`src/rtl/gpio_irq_pkg.sv`:
```
package gpio_irq_pkg;

  // Operating mode of one pin, decoded from its direction and latch bits.
  typedef enum logic [1:0] {
    PIN_OUTPUT      = 2'd0,
    PIN_TRANSPARENT = 2'd1,
    PIN_LATCHED     = 2'd2
  } pin_mode_e;

  function automatic pin_mode_e decode_mode(input logic is_out, input logic latch);
    if (is_out)     return PIN_OUTPUT;
    else if (latch) return PIN_LATCHED;
    else            return PIN_TRANSPARENT;
  endfunction

endpackage

```
`src/rtl/gpio_in_sync.sv`:
```
module gpio_in_sync #(
  parameter int W      = 16,
  parameter int STAGES = 2
) (
  input  logic         clk,
  input  logic         rst_n,
  input  logic [W-1:0] d_i,
  output logic [W-1:0] q_o
);

  logic [W-1:0] stage_q [STAGES];

  generate
    for (genvar s = 0; s < STAGES; s++) begin : g_stage
      logic [W-1:0] stage_d;
      if (s == 0) begin : g_first
        always_comb stage_d = d_i;
      end else begin : g_next
        always_comb stage_d = stage_q[s-1];
      end
      always_ff @(posedge clk or negedge rst_n) begin
        if (!rst_n) stage_q[s] <= '0;
        else        stage_q[s] <= stage_d;
      end
    end
  endgenerate

  assign q_o = stage_q[STAGES-1];

endmodule

```
`src/rtl/gpio_start_ctl.sv`:
```
module gpio_start_ctl #(
  parameter int STAGES = 2
) (
  input  logic clk,
  input  logic rst_n,
  output logic init_done_o
);

  // The reference levels are loaded from the synchroniser output on the
  // first STAGES+1 edges after reset; after that, change detection runs.
  localparam int LAST  = STAGES + 1;
  localparam int CNT_W = $clog2(LAST + 1);

  logic [CNT_W-1:0] cnt_q, cnt_d;
  logic             cnt_en;

  always_comb begin
    cnt_en = (cnt_q != CNT_W'(LAST));
    cnt_d  = cnt_q + CNT_W'(1);
  end

  always_ff @(posedge clk or negedge rst_n) begin
    if (!rst_n)      cnt_q <= '0;
    else if (cnt_en) cnt_q <= cnt_d;
  end

  assign init_done_o = ~cnt_en;

endmodule

```
`src/rtl/gpio_pin_track.sv`:
```
module gpio_pin_track
  import gpio_irq_pkg::*;
(
  input  logic clk,
  input  logic rst_n,
  input  logic init_done_i,
  input  logic level_i,
  input  logic is_out_i,
  input  logic latch_i,
  input  logic rd_hit_i,
  output logic reg_bit_o,
  output logic active_o
);

  logic      ref_q, ref_d;
  logic      held_q, held_d;
  logic      cap_q, cap_d;
  logic      differs;
  pin_mode_e mode;

  always_comb begin
    mode      = decode_mode(is_out_i, latch_i);
    differs   = (level_i != ref_q);
    reg_bit_o = held_q ? cap_q : level_i;
    active_o  = init_done_i && (mode != PIN_OUTPUT) && (held_q || differs);
  end

  always_comb begin
    ref_d  = ref_q;
    held_d = held_q;
    cap_d  = cap_q;
    if (!init_done_i || mode == PIN_OUTPUT) begin
      ref_d  = level_i;
      held_d = 1'b0;
    end else if (rd_hit_i) begin
      ref_d  = reg_bit_o;
      held_d = 1'b0;
    end else if (mode == PIN_TRANSPARENT) begin
      held_d = 1'b0;
    end else if (!held_q && differs) begin
      held_d = 1'b1;
      cap_d  = level_i;
    end
  end

  always_ff @(posedge clk or negedge rst_n) begin
    if (!rst_n) begin
      ref_q  <= 1'b0;
      held_q <= 1'b0;
      cap_q  <= 1'b0;
    end else begin
      ref_q  <= ref_d;
      held_q <= held_d;
      cap_q  <= cap_d;
    end
  end

endmodule

```
`src/rtl/gpio_irq_combine.sv`:
```
module gpio_irq_combine #(
  parameter int BYTE_W    = 8,
  parameter int NUM_BYTES = 2,
  parameter int ADDR_W    = 1,
  localparam int PIN_W    = BYTE_W * NUM_BYTES
) (
  input  logic [PIN_W-1:0]  reg_bits_i,
  input  logic [PIN_W-1:0]  active_i,
  input  logic [PIN_W-1:0]  mask_i,
  input  logic [ADDR_W-1:0] rd_addr_i,
  output logic [BYTE_W-1:0] rd_data_o,
  output logic              irq_n_o
);

  logic [BYTE_W-1:0] byte_val [NUM_BYTES];

  generate
    for (genvar b = 0; b < NUM_BYTES; b++) begin : g_byte
      assign byte_val[b] = reg_bits_i[b*BYTE_W +: BYTE_W];
    end
  endgenerate

  always_comb begin
    rd_data_o = '0;
    for (int b = 0; b < NUM_BYTES; b++) begin
      if (rd_addr_i == ADDR_W'(b)) rd_data_o = byte_val[b];
    end
    irq_n_o = ~|(active_i & ~mask_i);
  end

endmodule

```
`src/rtl/gpio_latch_irq.sv`:
```
module gpio_latch_irq #(
  parameter int BYTE_W      = 8,
  parameter int NUM_BYTES   = 2,
  parameter int SYNC_STAGES = 2,
  localparam int PIN_W      = BYTE_W * NUM_BYTES,
  localparam int ADDR_W     = (NUM_BYTES > 1) ? $clog2(NUM_BYTES) : 1
) (
  input  logic              clk,
  input  logic              rst_n,
  input  logic [PIN_W-1:0]  pin_i,
  input  logic [PIN_W-1:0]  dir_out_i,
  input  logic [PIN_W-1:0]  latch_en_i,
  input  logic [PIN_W-1:0]  irq_mask_i,
  input  logic              rd_en_i,
  input  logic [ADDR_W-1:0] rd_addr_i,
  output logic [BYTE_W-1:0] rd_data_o,
  output logic              irq_n_o
);

  logic [PIN_W-1:0] level;
  logic [PIN_W-1:0] reg_bits;
  logic [PIN_W-1:0] active;
  logic             init_done;

  gpio_in_sync #(.W(PIN_W), .STAGES(SYNC_STAGES)) u_sync (
    .clk   (clk),
    .rst_n (rst_n),
    .d_i   (pin_i),
    .q_o   (level)
  );

  gpio_start_ctl #(.STAGES(SYNC_STAGES)) u_start (
    .clk         (clk),
    .rst_n       (rst_n),
    .init_done_o (init_done)
  );

  generate
    for (genvar p = 0; p < PIN_W; p++) begin : g_pin
      logic rd_hit;
      assign rd_hit = init_done && rd_en_i && (rd_addr_i == ADDR_W'(p / BYTE_W));
      gpio_pin_track u_trk (
        .clk         (clk),
        .rst_n       (rst_n),
        .init_done_i (init_done),
        .level_i     (level[p]),
        .is_out_i    (dir_out_i[p]),
        .latch_i     (latch_en_i[p]),
        .rd_hit_i    (rd_hit),
        .reg_bit_o   (reg_bits[p]),
        .active_o    (active[p])
      );
    end
  endgenerate

  gpio_irq_combine #(.BYTE_W(BYTE_W), .NUM_BYTES(NUM_BYTES), .ADDR_W(ADDR_W)) u_comb (
    .reg_bits_i (reg_bits),
    .active_i   (active),
    .mask_i     (irq_mask_i),
    .rd_addr_i  (rd_addr_i),
    .rd_data_o  (rd_data_o),
    .irq_n_o    (irq_n_o)
  );

endmodule

```
`config.mk`:
```
export PLATFORM = sky130hd
export DESIGN_NAME = gpio_latch_irq
export DESIGN_NICKNAME = d
export VERILOG_FILES = /design/src/rtl/gpio_irq_pkg.sv /design/src/rtl/gpio_in_sync.sv /design/src/rtl/gpio_start_ctl.sv /design/src/rtl/gpio_pin_track.sv /design/src/rtl/gpio_irq_combine.sv /design/src/rtl/gpio_latch_irq.sv
export SDC_FILE = /design/constraint.sdc
export NUM_CORES = 1
export LEC_CHECK = 0
export CAP_MARGIN = 0
export CORE_MARGIN = 1
export CORE_UTILIZATION = 46
export CTS_CLUSTER_DIAMETER = 50
export DETAILED_ROUTE_END_ITERATION = 8
export PLACE_DENSITY_LB_ADDON = 0.08
export SETUP_SLACK_MARGIN = 0.5
export SLEW_MARGIN = 20
export SYNTH_ARGS = -nofsm -noshare
export SYNTH_HDL_FRONTEND = slang
export SYNTH_SLANG_ARGS = --single-unit
export TNS_END_PERCENT = 30
```
`constraint.sdc`:
```
create_clock -name clk -period 1.8 [get_ports clk]
set_input_delay 0.36 -clock clk [delete_from_list [all_inputs] [get_ports clk]]
set_output_delay 0.36 -clock clk [all_outputs]
set_load 0.005 [all_outputs]
```
==> impl_results.md, run 1 <==
* P&R area growth vs syn at 71.6%
* GR Overflow Total at 0
* Compound-Gate Fraction of Synth Area at between 10% and 20%
* Commonest register cell after synthesis: dfrtp_1
* Seq/Total Area, Yosys at 54.3%
* Detailed Routing Iterations Pass 1 at 4
* Die X at 92.6 um
* YS warnings at 0
* Final setup fails at 4
* Final instance area at 6480 um2
* Vias per cell at around 5.5
* Yosys cell types at 40
* First-pass GRT wire length at 17.8 mm
* Syn avg cell area at between 9 and 10 um2
* Outcome: finished with violations
* Post-Synthesis Cells at 382
* GRT Util Overall at 26.9%
* Commonest non-fill, non-tap cell in the layout: buf_4
* Dpl ws at -0.850 ns
* Final Skew at 0.0117 ns
* Setup ws final at -0.706 ns
* Area contributors post-synth: dfrtp_1, o21ai_0, nor2_1
* Clk_lat worst skew at approximately 0.35 ns
* Highest Clock Rate at around 0.40 GHz
* Placer congestion estimate at 0.830
* CTS H-Tree Depth at 3
* Clock root cell: clkbuf_8
* XOR/XNOR Fraction of Synth Area at 3.94%
* Dpl cell area at around 5500 um2
* DRC viols at 0
* Req. time, crit path at ~1.4 ns
* Final wirelength at 12.0 mm
* Leak at 2.85 nW
* Simple logic cell fraction of the synthesized area at roughly 18%
* Clock Path Buffers at 2
* Area leader, netlist: dfrtp_1
* Mapped Nets at ~450
* Vias at ~3,800
* Reg area at 2050 um2
* Max VDD drop at 534 uV
* Asr flop ratio synth at 100%
* CTS tree: yes
* Final hold vios at 0
* HPWL after detailed placement at 7.41 mm
* Post-Synthesis Cell Area at ~3800 um2
* Area share of fa/ha/maj cells after synthesis at 0.331%
* EDFF count, synth at 0
* Tcrit/Tclk final at 139%
* Crit Path Class: flip-flop to output pin
* Die Ht at 92.6 um
* Nets at 652
* Arr. time, crit path at 2.15 ns
* Total chip power at between 4 and 5 mW
* Largest net degree at the start of global routing at 26
* Largest family of logic cells by synthesized area: compound AO/OA/AOI/OAI gates
* Pwr/cell area at 734 nW/um2
* Final slew viol count at 0
* Crit path launch type: flip-flop
* RSZ-0062 raised after global routing: true
* Hold Path Class: flip-flop to flip-flop
* CP max FO at 5
* Clk slew on worst S/H paths at 0.08 ns
* Relative slew slack at around 73%
* Multi-input gate area at around 2200 um2
* Num ports at 77
* Buffers on Ports at 76
* Wirelength per Cell at around 17 um
* Violated checks: negative setup slack
* Mux cell area share after synthesis at 1.69%
* Initial Util at 48.2%
* FF+latch count, synth at ~80
* Worst-Margin Slew at 0.402 ns
* Site Rows at 32
* Max-Cap Viols at 0
* Layout cell share with drive strength beyond 1 at around two fifths
* Post-DRT Antenna Nets at 0
* Sink Count at between 80 and 90
* # diodes at 0
* Number of global-route vias before repair at 3,834
* Core area at 7850 um2
* DRC marker count from the first detailed-route iteration at 132
* Fillers at 450
* Die area at roughly 8600 um2
* Commonest non-fill, non-tap cells in the layout: buf_4, dfrtp_1, clkdlybuf4s50_1, nor2_1, buf_6
* Min Hold Slack at 0.352 ns
* Initial antenna violation count at 0
* Flop2flop setup slack at roughly 0.010 ns
* Synth top area share at between 50% and 60%
* Inserted Clock Buffers at 9
* Endpoint class of the critical path: output pin
* Min cycle time layout at 2.51 ns
-- cells in the mapped netlist, types with 7 or more instances --
| library cell | count |
|---|---|
| inv_1 | 11 |
| o21ai_0 | 41 |
| dfrtp_1 | 82 |
| nor2b_1 | 9 |
| nor2_1 | 54 |
| o31ai_1 | 15 |
| o21ai_1 | 7 |
| xor2_1 | 16 |
| nand2b_1 | 10 |
| a21oi_1 | 18 |
| nand3_1 | 15 |
| a22o_1 | 9 |
| nand2_1 | 29 |
-- area by class of cell --
type,count,share of cell area [%]
multi-input combinational,278,33.4
sequential,82,31.6
timing repair buffer,199,28.8
clock buffer,11,2.03
tap,102,1.97
clock inverter,3,1.39
inverter,13,0.753
-- per-layer routing --
| layer | routed length (um) | vias up | GRT usage [%] |
|---|---|---|---|
| li1 | - | 1762 | - |
| met1 | 4650 | 1867 | 31.5 |
| met2 | 6430 | 126 | 49.9 |
| met3 | 529 | 35 | 4.76 |
| met4 | 361 | 0 | 8.33 |
| met5 | 0 | - | 0 |
-- final timing paths --
kind                                                   start                     to  cells after the start
worst max register to register              u_start.cnt_q[1]  g_pin[11].u_trk.ref_q                      9
worst min register to register  u_sync.g_stage[1].stage_d[8]          u_sync.q_o[8]                      0
worst max-delay path                        u_start.cnt_q[0]                irq_n_o                      8
min in group asynchronous                              rst_n  g_pin[12].u_trk.cap_q                      2
worst min-delay path            u_sync.g_stage[1].stage_d[8]          u_sync.q_o[8]                      0
max in group asynchronous                              rst_n         u_sync.q_o[13]                      3
-- flip-flops by register name, summed over array words and instances, names as in the netlist --
| name | flops |
|---|---|
| g_pin.u_trk.ref_q | 16 |
| g_pin.u_trk.held_q | 16 |
| u_sync.q_o | 16 |
| u_sync.g_stage.stage_d | 16 |
| u_start.cnt_q | 2 |
| g_pin.u_trk.cap_q | 16 |
-- power breakdown --
part           total, mW  internal [mW]  switching, mW
combinational       1.17          0.634          0.538
clock               1.53          0.909          0.625
sequential          2.05           1.96         0.0938
total               4.76           3.50           1.26
-- metrics by stage --
step                TNS (ns)  util (%)  instances
global route           -1.21      82.6        688
CTS                   -0.841      78.3        683
detailed placement     -8.10      69.8        657
finish                -0.836      82.6        688
global placement       -7.65      69.8        657
floorplan                  0         -        382
-- repair_timing --
item / 4_1_cts / 5_1_grt
hold buffers: 1 / 0
pin swaps: 38 / 27
gates cloned: 1 / 1
setup endpoints to repair: 58 / 57
setup buffers: 10 / 4
gates resized for setup: 136 / 66
hold endpoints to repair: 21 / 0
-- critical path: stages (launching register included) --
cell and delay, ns:
dfrtp_1 0.41, ha_4 0.19, buf_4 0.13, inv_2 0.10, nor4_1 0.07, buf_4 0.14, nor4_2 0.41, and3_4 0.26
buf_6 0.09
-- cells by family after synthesis --
| kind of cell | count (synthesis) |
|---|---|
| AOI/OAI and AO/OA | 114 |
| xor gates and xnor gates | 17 |
| adders and majority gates | 1 |
| buffers and inverters | 22 |
| DFF | 82 |
| muxes | 6 |
| and+or+nand+nor | 140 |
(Power assumes the default switching activity.)
==> run 2, diff against run 1 <==
CORE_MARGIN = 2   (was 1)
CTS_CLUSTER_SIZE = 40   (was not set)
==> impl_results.md, run 2 (synthesis results as in run 1) <==
* Outcome: finished with violations
* Violated checks: negative setup slack
* Relative slew slack at 58.3% (-15 points)
* Clk slew on worst S/H paths at 0.08 ns (about the same)
* DRC viols at 0 (unchanged)
* Max-Cap Viols at 0 (unchanged)
* Worst-Margin Slew at 0.620 ns (+0.218 ns)
* Inserted Clock Buffers at 9 (unchanged)
* Clk_lat worst skew at 0.36 ns (about the same)
* CTS tree: yes
* Final instance area at 6260 um2 (-3.4%)
* CP max stage delay at 0.42 ns (about the same)
* CP max FO at 8 (+3)
* Final Skew at 0.00817 ns (-0.00349 ns)
* Placer congestion estimate at 0.836 (+0.71%)
* Final hold vios at 0 (unchanged)
* Req. time, crit path at 1.44 ns (about the same)
* Number of global-route vias before repair at 3,675 (-4.1%)
* RSZ-0062 raised after global routing: true
* Layout Utilization at 77.4% (-5.2 points)
* Initial antenna violation count at 0 (unchanged)
* Buffers & Inverters on Critical Path at 2 (-2)
* Layout cell share with drive strength beyond 1 at 37.1% (-3.0 points)
* GRT Util Overall at 24.9% (-2.0 points)
* Arr. time, crit path at 2.15 ns (about the same)
* Dpl cell area at 5540 um2 (+1.2%)
* Pwr/cell area at 697 nW/um2 (-5.0%)
* Clock Path Buffers at 2 (unchanged)
* Highest Clock Rate at 0.398 GHz (-0.35%)
* Die Ht at 94.6 um (+2.2%)
* Die X at 94.6 um (+2.2%)
* Final wirelength at 11.2 mm (-6.8%)
* Vias per cell at 5.26 (-4.5%)
* Hold Path Class: flip-flop to flip-flop
* Sequence of cells on the critical path: ha_4 > buf_12 > nor2b_4 > o211ai_2 > o2111ai_2 > nor4_4 > and3_1 > buf_2
* Max VDD drop at 498 uV (-6.7%)
* Clock root cell: clkbuf_8
* First-pass GRT wire length at 16.9 mm (-5.3%)
* Num ports at 77 (unchanged)
* Nets at 660 (+1.2%)
* Commonest non-fill, non-tap cell in the layout: buf_4
* Post-DRT Antenna Nets at 0 (unchanged)
* CP delay by family, top: simple AND/OR/NAND/NOR gates
* Initial Util at 46.7% (-1.5 points)
* Endpoint class of the critical path: output pin
* Site Rows at 33 (+3.1%)
* Fillers at 546 (+21%)
* Vias at 3,688 (-2.7%)
* HPWL after detailed placement at 7.39 mm (-0.29%)
* Detailed Routing Iterations Pass 1 at 4 (unchanged)
* Final setup fails at 12 (+8)
* Post-route setup TNS at -1.47 ns (-0.636 ns)
* Core area at 8090 um2 (+3.1%)
* Final slew viol count at 0 (unchanged)
* Commonest non-fill, non-tap cells in the layout: buf_4, dfrtp_1, clkdlybuf4s50_1, nor2_1, o21ai_0
* Crit Path Class: flip-flop to output pin
* Flop2flop setup slack at -0.25 ns (-0.26 ns)
* Setup ws final at -0.715 ns (-0.00873 ns)
* Wirelength per Cell at 15.9 um (-8.6%)
* P&R area growth vs syn at 65.8%
* Die area at 8960 um2 (+4.4%)
* DRC marker count from the first detailed-route iteration at 132 (unchanged)
* Dpl ws at -0.846 ns (+0.00436 ns)
* Largest net degree at the start of global routing at 33 (+27%)
* Crit path launch type: flip-flop
* Sink Count at 82 (unchanged)
* Min cycle time layout at 2.51 ns (+0.00873 ns)
* Crit-path slowest cell: dfrtp_1
* # diodes at 0 (unchanged)
* Leak at 2.85 nW (about the same)
* GR Overflow Total at 0 (unchanged)
* Buffers on Ports at 76 (unchanged)
* Tcrit/Tclk final at 140% (+0.48 points)
* CTS H-Tree Depth at 3 (unchanged)
==> run 2: worst register-to-register path, delay by kind of cell, from the launching register on <==
kind	cells	cell delay (ns)
DFF	1	0.41
adders and majority gates	1	0.24
AOI/OAI and AO/OA	3	0.60
and+or+nand+nor	1	0.14
buffers and inverters	4	0.54
==> run 2: cell type report <==
cell class	count	area, um2	area share [%]
multi-input cells	278	1950	31.2
clock inverters	7	53.8	0.859
inverters	13	51.3	0.819
flip-flops and latches	82	2050	32.8
well taps	105	131	2.10
clock buffers	9	124	1.98
repair buffers	207	1900	30.3
==> run 2: metal layers <==
metal / vias to the layer above / part of all wire (%) / global-route usage (%)
met3: 17 / 4.7 / 4.55
met5: - / 0 / 0
met2: 96 / 51 / 45.0
li1: 1783 / - / -
met4: 0 / 1.8 / 9.18
met1: 1792 / 42 / 29.5
==> run 2: path summary, 6_finish.rpt <==
kind / startpoint / to / cells after the start
worst min-delay path: u_sync.g_stage[1].stage_d[13] / u_sync.q_o[13] / 0
worst max register to register: u_start.cnt_q[1] / g_pin[5].u_trk.cap_q / 9
min in group asynchronous: rst_n / g_pin[11].u_trk.ref_q / 2
worst max-delay path: u_start.cnt_q[1] / irq_n_o / 8
max in group asynchronous: rst_n / u_sync.g_stage[1].stage_d[12] / 3
worst min register to register: u_sync.g_stage[1].stage_d[13] / u_sync.q_o[13] / 0
==> run 2: what timing repair did <==
action                                  in CTS  in global routing
setup buffers                                8                  7
pin swaps                                   24                  7
gates resized for setup                    116                 23
hold endpoints to repair                    29                  0
endpoints found under the setup margin      58                 57
hold buffers                                 1                  0
cloned                                       1                  0
==> run 2: report_power, final <==
group	internal [mW]	switching, mW	leakage, nW
Clock	0.509	0.720	0.0822
Combinational	0.613	0.480	1.82
Sequential	1.96	0.0862	0.947
==> run 2: per-stage QoR <==
step	power [mW]	std cells	hold slack, ns
after detailed placement	3.00	668	0.336
after global placement	2.98	668	0.332
after floorplan	2.42	382	0.0644
after CTS	4.34	694	0.355
final	4.37	701	0.353
after global routing	4.57	701	0.357
